`src/rtl/buswatch_pkg.sv`:
```
package buswatch_pkg;

   localparam int NUM_CMP = 3;

   typedef enum logic [1:0] {
      DIR_EITHER     = 2'd0,
      DIR_READ       = 2'd1,
      DIR_WRITE      = 2'd2,
      DIR_EITHER_ALT = 2'd3
   } dir_sel_e;

   typedef enum logic [1:0] {
      WIN_OFF     = 2'd0,
      WIN_INSIDE  = 2'd1,
      WIN_OUTSIDE = 2'd2,
      WIN_OFF_ALT = 2'd3
   } win_mode_e;

   // bit0 enable, [2:1] direction, bit3 size check, bit4 expected size (1 = word)
   typedef struct packed {
      logic     size_word;
      logic     size_chk;
      dir_sel_e dir;
      logic     en;
   } cmp_ctl_t;

   // bit2 pair select, [1:0] mode
   typedef struct packed {
      logic      pair_hi;
      win_mode_e mode;
   } win_ctl_t;

   localparam int CTL_W = $bits(cmp_ctl_t);
   localparam int WIN_W = $bits(win_ctl_t);

   localparam int REG_ADDR_BASE = 0;
   localparam int REG_CTL_BASE  = 4;
   localparam int REG_DATA      = 8;
   localparam int REG_MASK      = 9;
   localparam int REG_WIN       = 12;

   function automatic logic dir_pass(input dir_sel_e d, input logic rd);
      case (d)
         DIR_READ:  return rd;
         DIR_WRITE: return !rd;
         default:   return 1'b1;
      endcase
   endfunction

endpackage

```
`src/rtl/bw_cfg_regs.sv`:
```
module bw_cfg_regs
   import buswatch_pkg::*;
#(
   parameter int ADDR_W = 16,
   parameter int DATA_W = 16,
   parameter int SEL_W  = 4,
   parameter int CFG_W  = 16
) (
   input  logic              clk,
   input  logic              rst_n,
   input  logic              cfg_we,
   input  logic [SEL_W-1:0]  cfg_sel,
   input  logic [CFG_W-1:0]  cfg_wdata,
   output logic [ADDR_W-1:0] ref_addr [NUM_CMP],
   output cmp_ctl_t          ctl      [NUM_CMP],
   output logic [DATA_W-1:0] ref_data,
   output logic [DATA_W-1:0] data_mask,
   output win_ctl_t          win_ctl
);

   localparam logic [SEL_W-1:0] SEL_DATA = SEL_W'(REG_DATA);
   localparam logic [SEL_W-1:0] SEL_MASK = SEL_W'(REG_MASK);
   localparam logic [SEL_W-1:0] SEL_WIN  = SEL_W'(REG_WIN);

   generate
      for (genvar i = 0; i < NUM_CMP; i++) begin : g_cmp_regs
         localparam logic [SEL_W-1:0] SEL_ADDR = SEL_W'(REG_ADDR_BASE + i);
         localparam logic [SEL_W-1:0] SEL_CTL  = SEL_W'(REG_CTL_BASE + i);

         always_ff @(posedge clk or negedge rst_n) begin
            if (!rst_n) begin
               ref_addr[i] <= '0;
               ctl[i]      <= '0;
            end else if (cfg_we) begin
               if (cfg_sel == SEL_ADDR) ref_addr[i] <= cfg_wdata[ADDR_W-1:0];
               if (cfg_sel == SEL_CTL)  ctl[i]      <= cmp_ctl_t'(cfg_wdata[CTL_W-1:0]);
            end
         end
      end
   endgenerate

   always_ff @(posedge clk or negedge rst_n) begin
      if (!rst_n) begin
         ref_data  <= '0;
         data_mask <= '0;
         win_ctl   <= '0;
      end else if (cfg_we) begin
         if (cfg_sel == SEL_DATA) ref_data  <= cfg_wdata[DATA_W-1:0];
         if (cfg_sel == SEL_MASK) data_mask <= cfg_wdata[DATA_W-1:0];
         if (cfg_sel == SEL_WIN)  win_ctl   <= win_ctl_t'(cfg_wdata[WIN_W-1:0]);
      end
   end

   generate
      if (CFG_W > ADDR_W || CFG_W > DATA_W) begin : g_wide_cfg
         wire unused_cfg_hi = ^cfg_wdata;
      end
   endgenerate

endmodule

```
`src/rtl/bw_point_unit.sv`:
```
module bw_point_unit
   import buswatch_pkg::*;
#(
   parameter int ADDR_W   = 16,
   parameter int DATA_W   = 16,
   parameter bit HAS_DATA = 1'b0,
   parameter bit HAS_SIZE = 1'b0
) (
   input  logic [ADDR_W-1:0] ref_addr,
   input  cmp_ctl_t          ctl,
   input  logic [DATA_W-1:0] ref_data,
   input  logic [DATA_W-1:0] data_mask,
   input  logic [ADDR_W-1:0] bus_addr,
   input  logic [DATA_W-1:0] bus_data,
   input  logic              bus_rd,
   input  logic              bus_word,
   output logic              qual,
   output logic              hit
);

   logic addr_eq;
   logic data_ok;
   logic size_ok;

   assign qual    = ctl.en && dir_pass(ctl.dir, bus_rd);
   assign addr_eq = (bus_addr == ref_addr);

   generate
      if (HAS_DATA) begin : g_data
         assign data_ok = (((bus_data ^ ref_data) & data_mask) == '0);
      end else begin : g_no_data
         assign data_ok = 1'b1;
         wire unused_data = ^{ref_data, data_mask, bus_data};
      end

      if (HAS_SIZE) begin : g_size
         assign size_ok = !ctl.size_chk || (bus_word == ctl.size_word);
      end else begin : g_no_size
         assign size_ok = 1'b1;
         wire unused_size = ^{ctl.size_chk, ctl.size_word, bus_word};
      end
   endgenerate

   assign hit = qual && addr_eq && data_ok && size_ok;

endmodule

```
`src/rtl/bw_window_unit.sv`:
```
module bw_window_unit
   import buswatch_pkg::*;
#(
   parameter int ADDR_W = 16
) (
   input  win_mode_e         mode,
   input  logic [ADDR_W-1:0] lo,
   input  logic [ADDR_W-1:0] hi,
   input  logic [ADDR_W-1:0] bus_addr,
   input  logic              lo_qual,
   input  logic              hi_en,
   output logic              active,
   output logic              hit
);

   logic above_lo;
   logic below_hi;
   logic in_range;
   logic cond;

   assign active   = (mode == WIN_INSIDE) || (mode == WIN_OUTSIDE);
   assign above_lo = (bus_addr >= lo);
   assign below_hi = (bus_addr <= hi);
   assign in_range = above_lo && below_hi;
   assign cond     = (mode == WIN_INSIDE) ? in_range : !in_range;
   assign hit      = active && lo_qual && hi_en && cond;

endmodule

```
`src/rtl/buswatch_cmp.sv`:
```
module buswatch_cmp
   import buswatch_pkg::*;
#(
   parameter  int ADDR_W = 16,
   parameter  int DATA_W = 16,
   parameter  int SEL_W  = 4,
   localparam int CFG_W  = (ADDR_W > DATA_W) ? ADDR_W : DATA_W
) (
   input  logic              clk,
   input  logic              rst_n,
   input  logic              cfg_we,
   input  logic [SEL_W-1:0]  cfg_sel,
   input  logic [CFG_W-1:0]  cfg_wdata,
   input  logic              bus_vld,
   input  logic [ADDR_W-1:0] bus_addr,
   input  logic [DATA_W-1:0] bus_data,
   input  logic              bus_rd,
   input  logic              bus_word,
   output logic              hit_a,
   output logic              hit_b,
   output logic              hit_c,
   output logic              hit_win
);

   generate
      if (ADDR_W < 2 || ADDR_W > 64) begin : g_bad_addr_w
         $error("buswatch_cmp: ADDR_W out of range");
      end
      if (DATA_W < 1 || DATA_W > 64) begin : g_bad_data_w
         $error("buswatch_cmp: DATA_W out of range");
      end
      if ((1 << SEL_W) <= REG_WIN) begin : g_bad_sel_w
         $error("buswatch_cmp: SEL_W too narrow for register map");
      end
      if (CFG_W < CTL_W) begin : g_bad_cfg_w
         $error("buswatch_cmp: write data narrower than control field");
      end
   endgenerate

   logic [ADDR_W-1:0] ref_addr [NUM_CMP];
   cmp_ctl_t          ctl      [NUM_CMP];
   logic [DATA_W-1:0] ref_data;
   logic [DATA_W-1:0] data_mask;
   win_ctl_t          win_ctl;

   logic [NUM_CMP-1:0] qual;
   logic [NUM_CMP-1:0] ind_hit;
   logic [NUM_CMP-1:0] en_vec;
   logic [NUM_CMP-1:0] mute;
   logic [NUM_CMP-1:0] hit_q;

   logic [ADDR_W-1:0] win_lo;
   logic [ADDR_W-1:0] win_hi;
   logic              win_lo_qual;
   logic              win_hi_en;
   logic              win_active;
   logic              win_hit;
   logic              win_q;

   bw_cfg_regs #(
      .ADDR_W (ADDR_W),
      .DATA_W (DATA_W),
      .SEL_W  (SEL_W),
      .CFG_W  (CFG_W)
   ) u_regs (
      .clk       (clk),
      .rst_n     (rst_n),
      .cfg_we    (cfg_we),
      .cfg_sel   (cfg_sel),
      .cfg_wdata (cfg_wdata),
      .ref_addr  (ref_addr),
      .ctl       (ctl),
      .ref_data  (ref_data),
      .data_mask (data_mask),
      .win_ctl   (win_ctl)
   );

   generate
      for (genvar i = 0; i < NUM_CMP; i++) begin : g_point
         bw_point_unit #(
            .ADDR_W   (ADDR_W),
            .DATA_W   (DATA_W),
            .HAS_DATA (i == 0),
            .HAS_SIZE (i == 1)
         ) u_pt (
            .ref_addr  (ref_addr[i]),
            .ctl       (ctl[i]),
            .ref_data  (ref_data),
            .data_mask (data_mask),
            .bus_addr  (bus_addr),
            .bus_data  (bus_data),
            .bus_rd    (bus_rd),
            .bus_word  (bus_word),
            .qual      (qual[i]),
            .hit       (ind_hit[i])
         );

         assign en_vec[i] = ctl[i].en;

         // member of the pair: A,B when pair_hi=0; B,C when pair_hi=1
         if (i == 1) begin : g_mute_mid
            assign mute[i] = win_active;
         end else if (i == 0) begin : g_mute_lo
            assign mute[i] = win_active && !win_ctl.pair_hi;
         end else begin : g_mute_hi
            assign mute[i] = win_active && win_ctl.pair_hi;
         end

         always_ff @(posedge clk or negedge rst_n) begin
            if (!rst_n) hit_q[i] <= 1'b0;
            else        hit_q[i] <= bus_vld && ind_hit[i] && !mute[i];
         end
      end
   endgenerate

   assign win_lo      = win_ctl.pair_hi ? ref_addr[1] : ref_addr[0];
   assign win_hi      = win_ctl.pair_hi ? ref_addr[2] : ref_addr[1];
   assign win_lo_qual = win_ctl.pair_hi ? qual[1]     : qual[0];
   assign win_hi_en   = win_ctl.pair_hi ? en_vec[2]   : en_vec[1];

   bw_window_unit #(
      .ADDR_W (ADDR_W)
   ) u_win (
      .mode     (win_ctl.mode),
      .lo       (win_lo),
      .hi       (win_hi),
      .bus_addr (bus_addr),
      .lo_qual  (win_lo_qual),
      .hi_en    (win_hi_en),
      .active   (win_active),
      .hit      (win_hit)
   );

   always_ff @(posedge clk or negedge rst_n) begin
      if (!rst_n) win_q <= 1'b0;
      else        win_q <= bus_vld && win_hit;
   end

   assign hit_a   = hit_q[0];
   assign hit_b   = hit_q[1];
   assign hit_c   = hit_q[2];
   assign hit_win = win_q;

endmodule

```
`config.mk`:
```
export PLATFORM = sky130hd
export DESIGN_NAME = buswatch_cmp
export DESIGN_NICKNAME = d
export VERILOG_FILES = /design/src/rtl/buswatch_pkg.sv /design/src/rtl/bw_cfg_regs.sv /design/src/rtl/bw_point_unit.sv /design/src/rtl/bw_window_unit.sv /design/src/rtl/buswatch_cmp.sv
export SDC_FILE = /design/constraint.sdc
export NUM_CORES = 1
export LEC_CHECK = 0
export BUFFER_PORTS_ARGS = -buffer_cell sky130_fd_sc_hd__buf_2
export CAP_MARGIN = 20
export CORE_UTILIZATION = 60
export CTS_CLUSTER_SIZE = 12
export DETAILED_ROUTE_END_ITERATION = 16
export MAX_ROUTING_LAYER = met4
export PLACE_DENSITY = 0.82
export SLEW_MARGIN = 0
export SYNTH_ARGS = -nofsm -noshare
export SYNTH_HDL_FRONTEND = slang
export SYNTH_HIERARCHICAL = 1
export SYNTH_SLANG_ARGS = --single-unit
```
`constraint.sdc`:
```
create_clock -name clk -period 3.55 [get_ports clk]
set_input_delay 0.71 -clock clk [delete_from_list [all_inputs] [get_ports clk]]
set_output_delay 0.71 -clock clk [all_outputs]
set_load 0.005 [all_outputs]
```
### Word-level counts from Yosys, hierarchy flattened

Index checks and enable logic that the tools add are counted.

* flip-flop bits (word level): 98
* output and inout port bits: 4
* ROM bits: 0
* latch bits: 0
* memories kept: 0
* word-level logic and storage cells: 92
* memory bits (writable): 0

* $mul: 0
* equality and inequality tests: 20
* div/mod/pow operators: 0
* reduce and logical (&&, ||, !) cells: 41
* shift operators: 0
* multiplexer cells: 8
* bitwise operators: 2
* $lt $le $gt $ge: 2
* $add $sub $neg: 0

Operators by type and width (number)
* equality test 16 bit: 3
* two-way mux 16 bit: 2
* logical AND 1 bit: 21
* AND reduction 2 bit: 9
* AND 16 bit: 1
* >= comparator 16 bit: 1
* less-or-equal comparator 16 bit: 1
* zero test 16 bit: 1
* bitwise XOR 16 bit: 1
* equality test 4 x 3 -> 1 bit, second input constant: 3
* equality test 4 bit, second input constant: 3
* equality test 2 x 1 -> 1 bit, second input constant: 4
* equality test 2 bit, second input constant: 4
* zero test 1 bit: 7
* one-hot mux 1 bit (2 select lines): 3
* equality test 4 x 1 -> 1 bit, second input constant: 1
* equality test 4 x 2 -> 1 bit, second input constant: 1
* zero test 4 bit: 1
* two-way mux 1 bit: 3
* logical OR 1 bit: 2
* equality test 1 bit: 1

### Depth between registers and ports, before layout

Gate-level depths: netlist of the first run.

* depth in word-level cells: 8
* mapped depth: 12
* depth with buffers taken out: 10

### By module

The synthesis of the first run kept the hierarchy.

By module, submodules not included
* bw_cfg_regs: cells an instance 216, seq. area each 2452.4 µm², instances 1, area an instance 3757.4 µm²
* bw_window_unit: cells an instance 117, seq. area each 0.0 µm², instances 1, area an instance 829.5 µm²
* buswatch_cmp: cells an instance 50, seq. area each 100.1 µm², instances 1, area an instance 694.4 µm²
* bw_point_unit (g_point[0].u_pt): cells an instance 54, seq. area each 0.0 µm², instances 1, area an instance 461.7 µm²
* bw_point_unit (g_point[1].u_pt): cells an instance 29, seq. area each 0.0 µm², instances 1, area an instance 254.0 µm²
* bw_point_unit (g_point[2].u_pt): cells an instance 28, seq. area each 0.0 µm², instances 1, area an instance 232.7 µm²

### Least setup slack after synthesis of the first run

OpenSTA, ideal clock, no wires.

* kind: register to register
* start: reg u_regs/win_ctl[2] (netlist name)
* end: reg win_q (netlist: hit_win)
* setup slack: 1024 ps
* data required time: 3431 ps
* setup time: 119 ps
* stages on the path, launching flop included: 12
* period minus slack after synthesis: 2526 ps
* arrival time: 2407 ps
* cell sequence: dfrtp_1 buf_6 buf_12 mux2_4 ha_1 nor3b_1 o21ai_1 a21oi_1 nor4_1 o32a_1 mux2_4 and2_1

* cells in the longest elaborated chain, start to end: 7
* elaborated cells on any way between the ends: 13
* classes of those cells: order compare (2); mux (5); reduce/logical (6)

Ends and longest elaborated chain
* two-way mux 16 bit (*): line buswatch_cmp.sv:116 `assign win_lo = win_ctl.pair_hi ? ref_addr[1] : ref_addr[0];`
* named net win_lo[0]: line buswatch_cmp.sv:52 `logic [ADDR_W-1:0] win_lo;`
* >= comparator 16 bit (*): line bw_window_unit.sv:22 `assign above_lo = (bus_addr >= lo);`
* logical AND 1 bit (*): line bw_window_unit.sv:24 `assign in_range = above_lo && below_hi;`
* zero test 1 bit: line bw_window_unit.sv:25 `assign cond = (mode == WIN_INSIDE) ? in_range : !in_range;`
* two-way mux 1 bit (*): line bw_window_unit.sv:25
* logical AND 1 bit (*): line bw_window_unit.sv:26 `assign hit = active && lo_qual && hi_en && cond;`
* named net win_hit: line buswatch_cmp.sv:57 `logic win_hit;`
* logical AND 1 bit (*): line buswatch_cmp.sv:136 `else win_q <= bus_vld && win_hit;`
* to (signal assigned): line buswatch_cmp.sv:136
* to (decl): line buswatch_cmp.sv:58 `logic win_q;`

Mark *: on every way through the listed nets, which the timed path passes. The rest lies on a longest branch.
A chain may end at the register's enable or synchronous reset.

### Worst setup path after layout of the first run

* start: reg u_regs/win_ctl[2] (netlist name)
* end: reg win_q (netlist: hit_win)

* cells in the longest elaborated chain, start to end: 7
* elaborated cells on any way between the ends: 13
* classes of those cells: order compare (2); mux (5); reduce/logical (6)

Ends and longest elaborated chain
* two-way mux 16 bit (*): line buswatch_cmp.sv:117 `assign win_hi = win_ctl.pair_hi ? ref_addr[2] : ref_addr[1];`
* named net win_hi[14]: line buswatch_cmp.sv:53 `logic [ADDR_W-1:0] win_hi;`
* less-or-equal comparator 16 bit (*): line bw_window_unit.sv:23 `assign below_hi = (bus_addr <= hi);`
* logical AND 1 bit (*): line bw_window_unit.sv:24
* zero test 1 bit: line bw_window_unit.sv:25
* two-way mux 1 bit (*): line bw_window_unit.sv:25
* logical AND 1 bit (*): line bw_window_unit.sv:26
* named net win_hit: line buswatch_cmp.sv:57
* logical AND 1 bit (*): line buswatch_cmp.sv:136

Marked as above.

==> results.sh, run 1 <==
export IMPL_die_height_um=102.7
export IMPL_count_of_clock_tree_sinks=98
export IMPL_ctsRootBufferMaster="clkbuf_8"
export IMPL_final_cell_mix="mux2_2, dfrtp_1, buf_2, xor2_1, inv_1"
export IMPL_cp_buffers_inverters=2
export IMPL_max_vdd_ir_drop_uv=381.3
export IMPL_syn_num_nets=583
export IMPL_power_leakage_nw=3.181
export IMPL_min_delay_path_class="primary input to asynchronous set/reset pin"
export IMPL_synthCells=486
export IMPL_report_power_total_mw=3.674
export IMPL_final_min_period_over_clock_period_pct=75.51
export IMPL_crit_path_cell_trace="buf_4, mux2_4, inv_1, ha_1, nand4_1, a2111o_1, o211a_1, o32a_1, mux2_4, and2_1"
export IMPL_post_drt_wl_per_cell_um=19.37
export IMPL_postSynthAreaPerCell_um2=12.52
export IMPL_worstSetupEndpointType="register"
export IMPL_first_pass_detailed_route_iteration_total=4
export IMPL_cp_data_required_time_ps=3820
export IMPL_grt_max_degree=64
export IMPL_post_cts_setup_bufs=0
export IMPL_critPathArrivalTime_ps=2950
export IMPL_finalSetupTns_ps=0
export IMPL_hpwlAfterDp_um=10370
export IMPL_report_final_slew_viol_count=0
export IMPL_finalHoldViolations=0
export IMPL_timing_critical_path_slowest_cell_delay_ps=420
export IMPL_drive_gt1_share_pct=40.50
export IMPL_final_fill_count=741
export IMPL_clk_slew_on_worst_s_h_paths_ps=90
export IMPL_grt_first_pass_wirelength_um=21670
export IMPL_crit_path_frequent_cell="mux2_4"
export IMPL_finalWirelength_um=13390
export IMPL_cts_hold_repair_buffers=0
export IMPL_synthesis_area_um2=6085
export IMPL_post_cts_resize_count=0
export IMPL_ys_warn_count=6
export IMPL_insertedDiodeCount=0
export IMPL_cts_made_buffers=9
export IMPL_layout_min_cycle_time_ps=2681
export IMPL_gate_family_responsible_for_the_most_delay_along_the_worst_path="compound AO/OA/AOI/OAI gates"
export IMPL_latest_clock_arrival_within_the_worst_skew_pair_ps=370
export IMPL_finalSetupViolCount=0
export IMPL_drc=0
export IMPL_timing_max_slew_rel_slack_pct=40.80
export IMPL_clock_path_buffers=2
export IMPL_area_added_between_synthesis_and_finish_pct=9.809
export IMPL_mostFrequentLayoutCell="mux2_2"
export IMPL_grt_overflow_total=0
export IMPL_nets=650
export IMPL_vias=3958
export IMPL_final_antenna_net_count=0
export IMPL_dr_first_iter_drc_count=177
export IMPL_antenna_found_initial=0
export IMPL_critical_path_max_fanout=17
export IMPL_initial_core_util_pct=61.96
export IMPL_dieWidth_um=102.7
export IMPL_maxCapViolations=0
export IMPL_floorplan_io_pins=62
export IMPL_holdWs_ps=413.8
export IMPL_cp_start_kind="register"
export IMPL_full_die_area_um2=10550
export IMPL_achievable_frequency_mhz=373.0
export IMPL_tritoncts_clock_tree="yes"
export IMPL_final_core_density_pct=68.04
export IMPL_core_region_area_um2=9819
export IMPL_htree_levels=3
export IMPL_power_density_nw_per_um2=549.9
export IMPL_clock_skew_ps=5.328
export IMPL_num_rows=36
export IMPL_tightestPinTransition_ps=888.0
export IMPL_worstSetupPathType="register to register"
export IMPL_grt_util_all_layers_pct=28.83
export IMPL_timing_critical_path_slowest_stage_cell="a2111o_1"
export IMPL_run_status="complete, no violations"
export IMPL_io_buffer_count=61
export IMPL_route_detailed_vias_per_inst=5.728
export IMPL_gpl_final_weighted_congestion=0.9556
export IMPL_first_global_vias=4206
export IMPL_rsz0062_at_grt="false"
[report_power, final]
group / switching (mW) / total, mW / internal [mW] / leakage, nW
logic: 0.590 / 1.32 / 0.729 / 1.88
clock network: 0.414 / 0.751 / 0.337 / 0.0984
registers: 0.238 / 1.60 / 1.37 / 1.21
[layout make-up]
type	instances	area [um2]	share of cell area (%)
multi-input cells	336	3339	49.98
flip-flops and latches	98	2454	36.72
inverters	42	157.7	2.360
clock inverters	7	82.58	1.236
well taps	133	166.4	2.491
clock buffers	9	123.9	1.854
repair buffers	66	357.8	5.356
[metal layers]
layer  up-vias  global-route usage (%)  share of wire, %
li1       1870                       -                 -
met1      1979                   36.78                44
met2        90                   47.79                50
met3        19                   4.000               3.8
met4         0                   8.791               1.8
met5         -                       -                 0
[worst reg2reg max path, cell delays in order, from the launching register on]
cell and delay, ps:
dfrtp_2 400, buf_4 280, mux2_4 330, inv_1 70
ha_1 160, nand4_1 190, a2111o_1 420, o211a_1 130
o32a_1 170, mux2_4 300, and2_1 150
[worst paths after layout]
kind / slack (ps) / to / startpoint / depth (start not counted)
max in group asynchronous: 2350 / u_regs/ref_data[0] / rst_n / 2
worst min-delay path: 410 / u_regs/ref_data[9] / rst_n / 1
worst max-delay path: 870 / hit_win / u_regs/win_ctl[2] / 10
worst min register to register: 520 / u_regs/data_mask[9] / u_regs/data_mask[9] / 1
min in group clk: 520 / u_regs/data_mask[9] / u_regs/data_mask[9] / 1
worst max register to register: 870 / hit_win / u_regs/win_ctl[2] / 10
[sequential cells by signal, summed over array words and instances (netlist names)]
signal            cells
u_regs/ref_addr      48
u_regs/data_mask     16
u_regs/ref_data      16
u_regs/ctl           11
u_regs/win_ctl        3
hit_a                 1
hit_b                 1
hit_c                 1
hit_win               1
[per-stage QoR]
step	instance area (um2)	worst slack [ps]	cells
detailed placement	6475	884.5	675
finish	6681	869.3	691
floorplan	6085	1024	486
global placement	6475	921.6	675
global route	6681	726.7	691
CTS	6681	874.3	691
No activity file was read; power rests on OpenSTA's default activity.
==> run 2, diff against run 1 <==
clock period = 2.6 ns   (was 3.55 ns; I/O delays follow)
==> run 2 against run 1 <==
  * The run now ends with setup timing left
  * Clock-buffer cell count increased by 2
  * Via count is 2.0% higher
  * Core utilization grew 0.74 points
  * Fmax shrank 0.98%
  * Power up 36%
  * Critical path type unchanged
  * Largest cell class unchanged
==> results.sh, run 2 (synthesis gave the netlist of run 1 again) <==
export IMPL_latest_clock_arrival_within_the_worst_skew_pair_ps=370
export IMPL_critPathArrivalTime_ps=2970
export IMPL_tritoncts_clock_tree="yes"
export IMPL_grt_util_all_layers_pct=29.94
export IMPL_finalWirelength_um=13920
export IMPL_ctsRootBufferMaster="clkbuf_8"
export IMPL_final_min_period_over_clock_period_pct=104.1
export IMPL_report_final_slew_viol_count=0
export IMPL_final_cell_mix="mux2_2, dfrtp_1, buf_2, xor2_1, inv_1"
export IMPL_full_die_area_um2=10550
export IMPL_initial_core_util_pct=61.96
export IMPL_finalHoldViolations=0
export IMPL_crit_path_cell_trace="bufbuf_16, mux2_4, inv_1, ha_1, nand4_1, a2111o_1, o211a_1, o32a_1, mux2_4, and2_1"
export IMPL_clk_slew_on_worst_s_h_paths_ps=100
export IMPL_core_region_area_um2=9819
export IMPL_crit_reg2reg_launch="u_regs/win_ctl[2]"
export IMPL_largest_register="u_regs/ref_addr"
export IMPL_die_height_um=102.7
export IMPL_failing_checks="setup timing"
export IMPL_top_regs="u_regs/ref_addr: 48 flops, u_regs/data_mask: 16 flops, u_regs/ref_data: 16 flops"
export IMPL_report_power_total_mw=4.998
export IMPL_achievable_frequency_mhz=369.4
export IMPL_timing_critical_path_slowest_cell_delay_ps=470
export IMPL_dr_first_iter_drc_count=168
export IMPL_cp_buffers_inverters=2
export IMPL_r2r_end="hit_win"
export IMPL_cts_made_buffers=9
export IMPL_mostFrequentLayoutCell="mux2_2"
export IMPL_timing_critical_path_slowest_stage_cell="dfrtp_2"
export IMPL_tightestPinTransition_ps=548.2
export IMPL_post_drt_wl_per_cell_um=20.00
export IMPL_gate_family_responsible_for_the_most_delay_along_the_worst_path="compound AO/OA/AOI/OAI gates"
export IMPL_floorplan_io_pins=62
export IMPL_holdWs_ps=112.7
export IMPL_nets=655
export IMPL_rsz0062_at_grt="true"
export IMPL_power_leakage_nw=3.221
export IMPL_cp_data_required_time_ps=2870
export IMPL_grt_first_pass_wirelength_um=22360
export IMPL_htree_levels=3
export IMPL_drc=0
export IMPL_power_density_nw_per_um2=740.1
export IMPL_grt_overflow_total=0
export IMPL_drive_gt1_share_pct=41.21
export IMPL_maxCapViolations=0
export IMPL_count_of_clock_tree_sinks=98
export IMPL_io_buffer_count=61
export IMPL_largest_register_ffs=48
export IMPL_grt_max_degree=61
export IMPL_setup_reg_to_reg_worst_slack_ps=-110
export IMPL_finalSetupViolCount=1
export IMPL_min_delay_path_class="primary input to asynchronous set/reset pin"
export IMPL_cts_hold_repair_buffers=0
export IMPL_antenna_found_initial=0
export IMPL_area_added_between_synthesis_and_finish_pct=11.00
export IMPL_final_antenna_net_count=0
export IMPL_worstSetupPathType="register to register"
export IMPL_first_pass_detailed_route_iteration_total=4
export IMPL_worst_slack_ps=-107.4
export IMPL_num_rows=36
export IMPL_hpwlAfterDp_um=10630
export IMPL_max_vdd_ir_drop_uv=493.7
export IMPL_layout_min_cycle_time_ps=2707
export IMPL_route_detailed_vias_per_inst=5.800
export IMPL_worstSetupEndpointType="register"
export IMPL_timing_max_slew_rel_slack_pct=63.26
export IMPL_gpl_final_weighted_congestion=0.9928
export IMPL_critical_path_max_fanout=9
export IMPL_insertedDiodeCount=0
export IMPL_critical_path_depth=10
export IMPL_clock_skew_ps=11.40
export IMPL_finalNonFillerCells=696
export IMPL_final_core_density_pct=68.78
export IMPL_vias=4037
export IMPL_reg2regPathDepth=10
export IMPL_cp_start_kind="register"
export IMPL_first_global_vias=4273
export IMPL_run_status="finished, violations left"
export IMPL_clock_path_buffers=2
export IMPL_dieWidth_um=102.7
export IMPL_dp_cells=677
export IMPL_crit_path_frequent_cell="mux2_4"
-- run 2: cell types whose count changed in the layout (fill, tap and decap cells not counted), sizes merged --
cell,previous run,this run
buf,66,70
clkbuf,9,11
clkinv,1,3
inv,45,43
bufbuf,0,1
bufinv,1,0
clkinvlp,2,1
-- run 2: final cells by class --
cell class | count | area (um2)
Tap cell | 133 | 166.4
Clock inverter | 5 | 38.79
Clock buffer | 11 | 141.4
Sequential cell | 98 | 2454
Timing Repair Buffer | 71 | 445.4
Inverter | 42 | 157.7
Fill cell | 748 | 3065
Multi-Input combinational cell | 336 | 3351
-- run 2: where the power goes --
group	internal [mW]	total (mW)	switching, mW
Sequential	1.87	2.20	0.336
Combinational	1.05	1.88	0.832
Clock	0.380	0.917	0.538
-- run 2: repair_timing --
item                                   in CTS  in global routing
endpoints found under the hold margin       0                  0
gates resized for setup                     1                  1
gates cloned                                1                  0
buffers inserted                            2                  0
pin swaps                                   3                  2
setup endpoints to repair                   1                  1
-- run 2: per-stage QoR --
step	setup TNS (ps)	setup WS, ps	area, um2
2_1_floorplan	0	73.86	6085
3_3_place_gp	0	1.457	6515
3_5_place_dp	-96.79	-96.79	6515
4_1_cts	-71.54	-71.54	6749
5_1_grt	-169.9	-169.9	6754
6_report	-107.4	-107.4	6754
-- run 2: worst max-delay path by stage --
stage	from	end	slack [ps]
final	u_regs/win_ctl[2]	hit_win	-110
after global routing	u_regs/win_ctl[2]	hit_win	-170
after CTS	u_regs/win_ctl[2]	hit_win	-70
after detailed placement	u_regs/win_ctl[2]	hit_win	-100
after global placement	u_regs/win_ctl[2]	hit_win	1
after floorplan	u_regs/win_ctl[2]	hit_win	70
-- run 2: layer usage --
metal | GRT usage, % | share of wire [%]
met3 | 4.542 | 4.2
met2 | 47.64 | 49
met1 | 38.14 | 43
met4 | 12.97 | 3.6
met5 | - | 0
